File: src/rtl/sdc_pkg.sv
package sdc_pkg;
  localparam int NUM_BANKS = 2;

  typedef enum logic [2:0] {
    CMD_NOP   = 3'd0,
    CMD_ACT   = 3'd1,
    CMD_RD    = 3'd2,
    CMD_WR    = 3'd3,
    CMD_PRE   = 3'd4,
    CMD_REF   = 3'd5,
    CMD_MRS   = 3'd6,
    CMD_DESEL = 3'd7
  } sdc_cmd_e;
endpackage

File: src/rtl/sdc_decode.sv
module sdc_decode
  import sdc_pkg::*;
(
  input  logic     cs_n,
  input  logic     ras_n,
  input  logic     cas_n,
  input  logic     we_n,
  output sdc_cmd_e cmd
);
  always_comb begin
    if (cs_n) begin
      cmd = CMD_DESEL;
    end else begin
      unique case ({ras_n, cas_n, we_n})
        3'b111:  cmd = CMD_NOP;
        3'b011:  cmd = CMD_ACT;
        3'b101:  cmd = CMD_RD;
        3'b100:  cmd = CMD_WR;
        3'b010:  cmd = CMD_PRE;
        3'b001:  cmd = CMD_REF;
        3'b000:  cmd = CMD_MRS;
        default: cmd = CMD_NOP; // burst stop pattern treated as idle
      endcase
    end
  end
endmodule

File: src/rtl/sdc_bank.sv
module sdc_bank #(
  parameter int ROW_W = 11
) (
  input  logic             clk,
  input  logic             rst,
  input  logic             en,
  input  logic             open_req,
  input  logic             close_req,
  input  logic [ROW_W-1:0] row_in,
  output logic             is_open,
  output logic [ROW_W-1:0] row
);
  // an activate on the same edge as a close keeps the bank open with the new row
  always_ff @(posedge clk) begin
    if (rst) begin
      is_open <= 1'b0;
      row     <= '0;
    end else if (en) begin
      if (open_req) begin
        is_open <= 1'b1;
        row     <= row_in;
      end else if (close_req) begin
        is_open <= 1'b0;
      end
    end
  end
endmodule

File: src/rtl/sdc_burst.sv
module sdc_burst #(
  parameter int BL    = 4,
  parameter int COL_W = 8
) (
  input  logic             clk,
  input  logic             rst,
  input  logic             en,
  input  logic             start,
  input  logic             start_write,
  input  logic             start_bank,
  input  logic [COL_W-1:0] start_col,
  input  logic             start_ap,
  input  logic             dqm,
  output logic             busy,
  output logic             is_write,
  output logic             bank,
  output logic [COL_W-1:0] col,
  output logic             ap_fire,
  output logic             wr_en,
  output logic             rd_oe
);
  localparam int CNT_W = (BL > 1) ? $clog2(BL) : 1;
  localparam logic [CNT_W-1:0] LAST_IDX = CNT_W'(BL - 1);

  logic [CNT_W-1:0] cnt;
  logic             ap_pend;
  logic             rd_stage;
  logic             at_last;
  logic             advance;
  logic             beat;
  logic             beat_write;

  assign at_last    = (cnt == LAST_IDX);
  assign advance    = en && busy && !at_last && !start;
  assign beat       = start || advance;
  assign beat_write = start ? start_write : is_write;
  assign ap_fire    = en && busy && at_last && ap_pend && !start;

  always_ff @(posedge clk) begin
    if (rst) begin
      busy     <= 1'b0;
      is_write <= 1'b0;
      bank     <= 1'b0;
      col      <= '0;
      cnt      <= '0;
      ap_pend  <= 1'b0;
      wr_en    <= 1'b0;
      rd_stage <= 1'b0;
      rd_oe    <= 1'b0;
    end else if (en) begin
      if (start) begin
        busy     <= 1'b1;
        is_write <= start_write;
        bank     <= start_bank;
        col      <= start_col;
        cnt      <= '0;
        ap_pend  <= start_ap;
      end else if (busy) begin
        if (at_last) begin
          busy    <= 1'b0;
          ap_pend <= 1'b0;
        end else begin
          cnt <= cnt + 1'b1;
          col <= col + 1'b1;
        end
      end
      wr_en    <= beat && beat_write && !dqm;
      rd_stage <= beat && !beat_write && !dqm;
      rd_oe    <= rd_stage;
    end
  end
endmodule

File: src/rtl/sdram_cmd_front.sv
module sdram_cmd_front
  import sdc_pkg::*;
#(
  parameter int ROW_W  = 11,
  parameter int COL_W  = 8,
  parameter int BL     = 4,
  parameter int AP_BIT = 10
) (
  input  logic             clk,
  input  logic             rst,
  input  logic             cke,
  input  logic             cs_n,
  input  logic             ras_n,
  input  logic             cas_n,
  input  logic             we_n,
  input  logic             bank_sel,
  input  logic [ROW_W-1:0] addr,
  input  logic             dqm,
  output logic [2:0]       cmd_code,
  output logic [1:0]       bank_open,
  output logic [ROW_W-1:0] row_a,
  output logic [ROW_W-1:0] row_b,
  output logic [ROW_W-1:0] mode_word,
  output logic             burst_busy,
  output logic             burst_write,
  output logic             burst_bank,
  output logic [COL_W-1:0] burst_col,
  output logic             wr_en,
  output logic             rd_oe,
  output logic             proto_err
);
  sdc_cmd_e         cmd;
  logic             is_rw;
  logic             tgt_open;
  logic             start;
  logic             ap_fire;
  logic [ROW_W-1:0] rows [NUM_BANKS];

  sdc_decode i_decode (
    .cs_n  (cs_n),
    .ras_n (ras_n),
    .cas_n (cas_n),
    .we_n  (we_n),
    .cmd   (cmd)
  );

  assign is_rw    = (cmd == CMD_RD) || (cmd == CMD_WR);
  assign tgt_open = bank_open[bank_sel];
  assign start    = cke && is_rw && tgt_open;

  for (genvar b = 0; b < NUM_BANKS; b++) begin : g_bank
    logic sel_here;
    logic open_req;
    logic close_req;
    assign sel_here  = (bank_sel == 1'(b));
    assign open_req  = (cmd == CMD_ACT) && sel_here;
    assign close_req = ((cmd == CMD_PRE) && (addr[AP_BIT] || sel_here)) ||
                       (ap_fire && (burst_bank == 1'(b)));
    sdc_bank #(.ROW_W(ROW_W)) i_bank (
      .clk       (clk),
      .rst       (rst),
      .en        (cke),
      .open_req  (open_req),
      .close_req (close_req),
      .row_in    (addr),
      .is_open   (bank_open[b]),
      .row       (rows[b])
    );
  end

  assign row_a = rows[0];
  assign row_b = rows[1];

  sdc_burst #(.BL(BL), .COL_W(COL_W)) i_burst (
    .clk         (clk),
    .rst         (rst),
    .en          (cke),
    .start       (start),
    .start_write (cmd == CMD_WR),
    .start_bank  (bank_sel),
    .start_col   (addr[COL_W-1:0]),
    .start_ap    (addr[AP_BIT]),
    .dqm         (dqm),
    .busy        (burst_busy),
    .is_write    (burst_write),
    .bank        (burst_bank),
    .col         (burst_col),
    .ap_fire     (ap_fire),
    .wr_en       (wr_en),
    .rd_oe       (rd_oe)
  );

  always_ff @(posedge clk) begin
    if (rst) begin
      cmd_code  <= CMD_NOP;
      proto_err <= 1'b0;
      mode_word <= '0;
    end else if (cke) begin
      cmd_code  <= cmd;
      proto_err <= is_rw && !tgt_open;
      if (cmd == CMD_MRS) mode_word <= addr;
    end
  end
endmodule

File: config.mk
export PLATFORM = sky130hd
export DESIGN_NAME = sdram_cmd_front
export DESIGN_NICKNAME = d
export VERILOG_FILES = /design/src/rtl/sdc_pkg.sv /design/src/rtl/sdc_decode.sv /design/src/rtl/sdc_bank.sv /design/src/rtl/sdc_burst.sv /design/src/rtl/sdram_cmd_front.sv
export SDC_FILE = /design/constraint.sdc
export NUM_CORES = 1
export LEC_CHECK = 0
export BUFFER_PORTS_ARGS = -buffer_cell sky130_fd_sc_hd__buf_2
export CAP_MARGIN = 20
export CORE_ASPECT_RATIO = 1.75
export CORE_MARGIN = 1.5
export CORE_UTILIZATION = 54
export DETAILED_ROUTE_END_ITERATION = 8
export PLACE_DENSITY = 0.87
export SLEW_MARGIN = 20
export SYNTH_ARGS = -nofsm -noshare
export SYNTH_HDL_FRONTEND = slang
export SYNTH_SLANG_ARGS = --single-unit
File: constraint.sdc
create_clock -name clk -period 2.4 [get_ports clk]
set_input_delay 0.12 -clock clk [delete_from_list [all_inputs] [get_ports clk]]
set_output_delay 0.12 -clock clk [all_outputs]
set_load 0.01 [all_outputs]
Word-level counts from Yosys, hierarchy flattened --
Cells that the tools add are included.
Word-level totals: bits in registers 56, output and inout bits 52, logic and storage cells 97
Operators by class: add/sub/neg operators 2, $lt $le $gt $ge 1, eq/ne operators 12, mux-type cells 21, bitwise logic cells 2, reductions and logical operators 43
Operator list (count):
- 8-bit 2-to-1 mux | 3
- 1-bit logical AND | 19
- 3-bit one-hot mux with 6 select lines | 1
- 1-bit 2-to-1 mux | 13
- 3-bit by 2-bit equality test with 1-bit output (second input constant) | 4
- 3-bit equality test (second input constant) | 4
- 2-bit AND reduction | 6
- 8-bit by 1-bit adder with 8-bit output (second input constant) | 1
- 2-bit nonzero test | 4
- 3-bit by 1-bit equality test with 1-bit output (second input constant) | 2
- 1-bit logical OR | 6
- 2-bit 2-to-1 mux | 3
- 3-bit AND reduction | 2
- 1-bit logical NOT | 5
- 3-bit logical NOT | 1
- 3-bit 2-to-1 mux | 1
- 2-bit by 1-bit adder with 2-bit output (second input constant) | 1
- 2-bit equality test (second input constant) | 1
- 1-bit by 2-bit less-than comparator with 1-bit output (second input constant) | 1
- 2-bit by 1-bit != test with 1-bit output (second input constant) | 1
- 1-bit NOT | 2

Depth between registers and ports, before layout --
word-level depth 13, mapped depth 6

By module --
From an unflattened synthesis, not the netlist that was laid out.
Unflattened totals: cell total of the unflattened synthesis 297, area total of the unflattened synthesis 2849.0 sq um
By module, submodules not included:
- sdc_bank | times used 2, cells an instance 54, area each 560.5 sq um, seq. area each 240.2 sq um
- sdc_burst | times used 1, cells an instance 109, area each 929.6 sq um, seq. area each 340.3 sq um
- sdram_cmd_front | times used 1, cells an instance 74, area each 760.7 sq um, seq. area each 300.3 sq um
- sdc_decode | times used 1, cells an instance 6, area each 37.5 sq um, seq. area each 0.0 sq um

Worst setup path before layout --
Ideal clock, no wire load.
kind register to register, from register i_burst.cnt[0], to register i_burst.col[7], data arrival time 1.315 ns, setup slack 1.006 ns, stages on the path, launching flop included 6, path buffers 0, period minus slack after synthesis 1.394 ns, cell sequence dfxtp_1 -> ha_1 -> nand4b_4 -> nor4_2 -> xnor2_1 -> a211oi_2
On the way: cells in the longest elaborated chain, start to end 3
RTL lines:
- from (decl) | line sdc_burst.sv:25 | logic [CNT_W-1:0] cnt;
- from (signal assigned) | line sdc_burst.sv:63 | cnt <= cnt + 1'b1;
- 2-bit equality test | line sdc_burst.sv:33 | assign at_last = (cnt == LAST_IDX);
- 2-bit by 1-bit != test with 1-bit output (no source line)
- 3-bit AND reduction (no source line)
- to (signal assigned) | line sdc_burst.sv:55 | col <= start_col;
- to (signal assigned) | line sdc_burst.sv:64 | col <= col + 1'b1;
- to (decl) | line sdc_burst.sv:17 | output logic [COL_W-1:0] col,
Every way passes these cells. A chain may end at the register's enable or synchronous reset.

Worst setup path after layout --
from register g_bank[1].i_bank.is_open, to register i_burst.wr_en
On the way: cells in the longest elaborated chain, start to end 8, elaborated cells on any way between the ends 9, those cells by class mux (3); reduce/logical (6)
RTL lines:
- from (decl) | line sdc_bank.sv:10 | output logic is_open,
- from (signal assigned) | line sdc_bank.sv:16 | is_open <= 1'b0;
- from (signal assigned) | line sdc_bank.sv:20 | is_open <= 1'b1;
- from (signal assigned) | line sdc_bank.sv:23 | is_open <= 1'b0;
- 1-bit 2-to-1 mux (implied by the code) * (2 in series) | line sdram_cmd_front.sv:48 | assign tgt_open = bank_open[bank_sel];
- 1-bit logical AND * | line sdram_cmd_front.sv:49 | assign start = cke && is_rw && tgt_open;
- 1-bit logical NOT | line sdc_burst.sv:34 | assign advance = en && busy && !at_last && !start;
- 1-bit logical AND | line sdc_burst.sv:34
- 1-bit logical OR | line sdc_burst.sv:35 | assign beat = start || advance;
- 1-bit logical AND * (2 in series) | line sdc_burst.sv:67 | wr_en <= beat && beat_write && !dqm;
- to (signal assigned) | line sdc_burst.sv:67
- to (decl) | line sdc_burst.sv:19 | output logic wr_en,
Mark *: on every way between the ends. The rest lies on a longest branch, timed or not. The select of a mux whose other input is x is not followed.

==> impl_metrics.yaml <==
status:
  status: "finished, final reports clean"
layout:
  layout.nets: 327
  design_area_um2: 2790
  n_fill_cell: 351
  layout-drive-gt1-share: 0.292
  area_growth_pct: 19.4
  antenna_cells: 0
synthesis:
  ys_async_sr_fraction: 0
  yosys.area.top_type: "dfxtp_1"
  synthCells: 239
  syn_area_um2: 2330
  avgSynthCellArea_um2: 9.76
  synth_edf_count: 0
  syn_nets: 261
  synth_cell_types: 36
  ys.flop_type: "dfxtp_1"
  synth-seq-cells: 56
  yosys.area.top_type_share: 0.481
  synth_area_leaders: "dfxtp_1, mux2i_1, nor2_1"
  yosysSeqAreaShare: 0.481
  yosysWarnings: 0
setup_path:
  crit_path_max_fanout: 22
  rrSetupSlack_ns: 0.79
  worstReg2RegEnd: "i_burst.wr_en"
  crit_chain: "mux2i_1, nand2b_2, a31oi_1, o32ai_1"
  cp-end-kind: "flop"
  path_buf_inv: 0
  rr_worst_depth: 4
  timing.critical_path.slowest_stage_cell: "dfxtp_1"
  worstPathRequired_ns: 2.57
  critPathArrivalTime_ns: 1.77
  crit_family: "compound AO/OA/AOI/OAI gates"
  rr_startpoint: "g_bank[1].i_bank.is_open"
  worst_path_largest_cell_delay_ns: 0.41
  path_class: "reg2reg"
  startpoint_type: "flop"
global_route:
  grt_usage: 0.229
  grt_overflow: 0
  grt_pass1_vias: 1852
  antenna_found_initial: 0
  grt_pass1_wl_um: 8380
  grt_max_degree: 42
detailed_routing:
  vias: 1922
  routed_wl_um: 5040
  drt_pass1_iterations: 4
  wl_per_cell_um: 14.2
  route.detailed.drc: 0
  via_per_inst: 5.43
  drt_iter0_drc: 44
  postRouteAntennaNets: 0
placement:
  dp_slack_ns: 0.741
  postPlaceCellArea_um2: 2700
  globalplace.congestion: 0.757
  dp_hpwl_um: 3650
  place.port_buffers: 71
die:
  ios: 72
  fp.dieW_um: 52.7
  core_um2: 4150
  die_h_um: 89.9
  rows: 31
  start_util: 0.562
  die_area_um2: 4740
power_and_ir_drop:
  leakage_nw: 1.37
  cellPowerDensity_nw_per_um2: 558
  p_sw_frac: 0.239
  clkPwrFrac: 0.324
  max-vdd-ir-drop_v: 0.000625
  power_frac_seq: 0.609
  p_int_mw: 1.18
  power.switching_mw: 0.371
  combinationalPowerShare: 0.067
clock_tree:
  clock_path_buffers: 2
  cts_hold_buf: 0
  htreeDepth: 2
  cts_root_buf: "clkbuf_8"
  cts-resized-gates: 0
  cts_setup_buffers: 0
  cts_tree: "built"
  worstSkewPairLatency_ns: 0.31
  path_clk_slew_ns: 0.10
  cts_buffers: 5
  clock-sinks: 56
min_path:
  hp-class: "in2reg"
  worstHoldStart: "addr[9]"
  hold_depth: 3
  holdPathEnd: "g_bank[1].i_bank.row[9]"
timing:
  finalClockSkew_ns: 0.00757
  rsz0062_at_grt: "no"
  layout_setup_ws_ns: 0.794
  slew_headroom: 0.503
  setup_viol: 0
  slew_viol_final: 0
  period_needed_ns: 1.61
  hold_viol_final: 0
  finalCritPeriodShare: 0.669
  fin_tns_setup_ns: 0
  tightest_slew_ns: 0.745
  fmax_ghz: 0.623
flow_run:
  drv_cap: 0
[flip-flops by register name (all words and copies together) (netlist names), 2 cells and up]
register and flops:
i_burst.cnt 2, mode_word 11, g_bank.i_bank.row 22, cmd_code 3, g_bank.i_bank.is_open 2, i_burst.col 8
[area by class of cell]
class                           instances  area, µm²  share of cell area
Clock buffer                            5       68.8              0.0247
Sequential cell                        56       1120               0.403
Multi-Input combinational cell        162       1110               0.400
Tap cell                               49       61.3              0.0220
Timing Repair Buffer                   75        385               0.138
Inverter                                5       18.8             0.00674
Clock inverter                          2       16.3             0.00584
[placed cells by master (no fill, tap or decap), drive strengths merged, types with 3 or more instances in the layout]
cell	n
o21ai	4
nand2	6
clkbuf	5
mux2i	37
nand4	3
nand2b	7
a21oi	5
nor4	3
a211oi	9
xnor2	6
a31oi	4
nor3	6
nor2	51
buf	75
inv	6
nor2b	4
dfxtp	56
[cell families after synthesis]
logic type / synth area share
AND/OR/NAND/NOR: 0.187
multiplexers: 0.159
AO/OA/AOI/OAI: 0.0869
adder cells (fa/ha/maj): 0.0107
XOR/XNOR: 0.0300
flip-flops: 0.481
buffers and inverters: 0.0456
[worst max-delay path by stage]
stage | start | end | slack (ns) | cells after the start
detailed placement | cke | i_burst.wr_en | 0.74 | 5
CTS | g_bank[1].i_bank.is_open | i_burst.wr_en | 0.78 | 4
floorplan | i_burst.cnt[0] | i_burst.col[7] | 1.01 | 5
global placement | cke | i_burst.wr_en | 0.82 | 5
global route | g_bank[1].i_bank.is_open | i_burst.wr_en | 0.62 | 4
finish | g_bank[1].i_bank.is_open | i_burst.wr_en | 0.79 | 4
[synthesized netlist by cell type, types with 3 or more instances]
cell type	instances
buf_4	7
nor3_1	5
nand4_1	3
clkbuf_1	7
xnor2_1	6
a211oi_1	8
nor2_1	51
mux2i_1	37
inv_1	5
a31oi_1	4
nand2b_1	6
nor2b_1	4
o21ai_0	4
dfxtp_1	56
a21oi_1	5
nand2_1	6
[through the flow]
stage / instances / hold slack [ns] / utilization / total power, mW
6_report: 354 / 0.0719 / 0.671 / 1.55
5_1_grt: 354 / 0.0996 / 0.671 / 1.61
4_1_cts: 354 / 0.0720 / 0.671 / 1.57
3_5_place_dp: 347 / 0.399 / 0.651 / 1.07
3_3_place_gp: 347 / 0.391 / 0.651 / 1.07
2_1_floorplan: 239 / 0.256 / - / 1.02
[power groups by stage]
stage	clock network (mW)	registers (mW)	logic (mW)
final	0.504	0.945	0.104
after global routing	0.553	0.947	0.113
after CTS	0.521	0.946	0.104
after detailed placement	0	0.967	0.104
after global placement	0	0.967	0.103
after floorplan	0	0.972	0.0529
[metal layers]
layer	wire, µm	share of wire	up-vias	track usage
li1	-	-	958	-
met1	2050	0.41	920	0.256
met2	2750	0.54	39	0.398
met3	180	0.036	5	0.0548
met4	69	0.014	0	0.0919
met5	0	0	-	0
[worst min-delay path, cell delays in order]
cell	delay (ns)
buf_2	0.10
mux2i_1	0.06
nor2_1	0.07
Note: power is estimated with default switching activity, not from simulation.
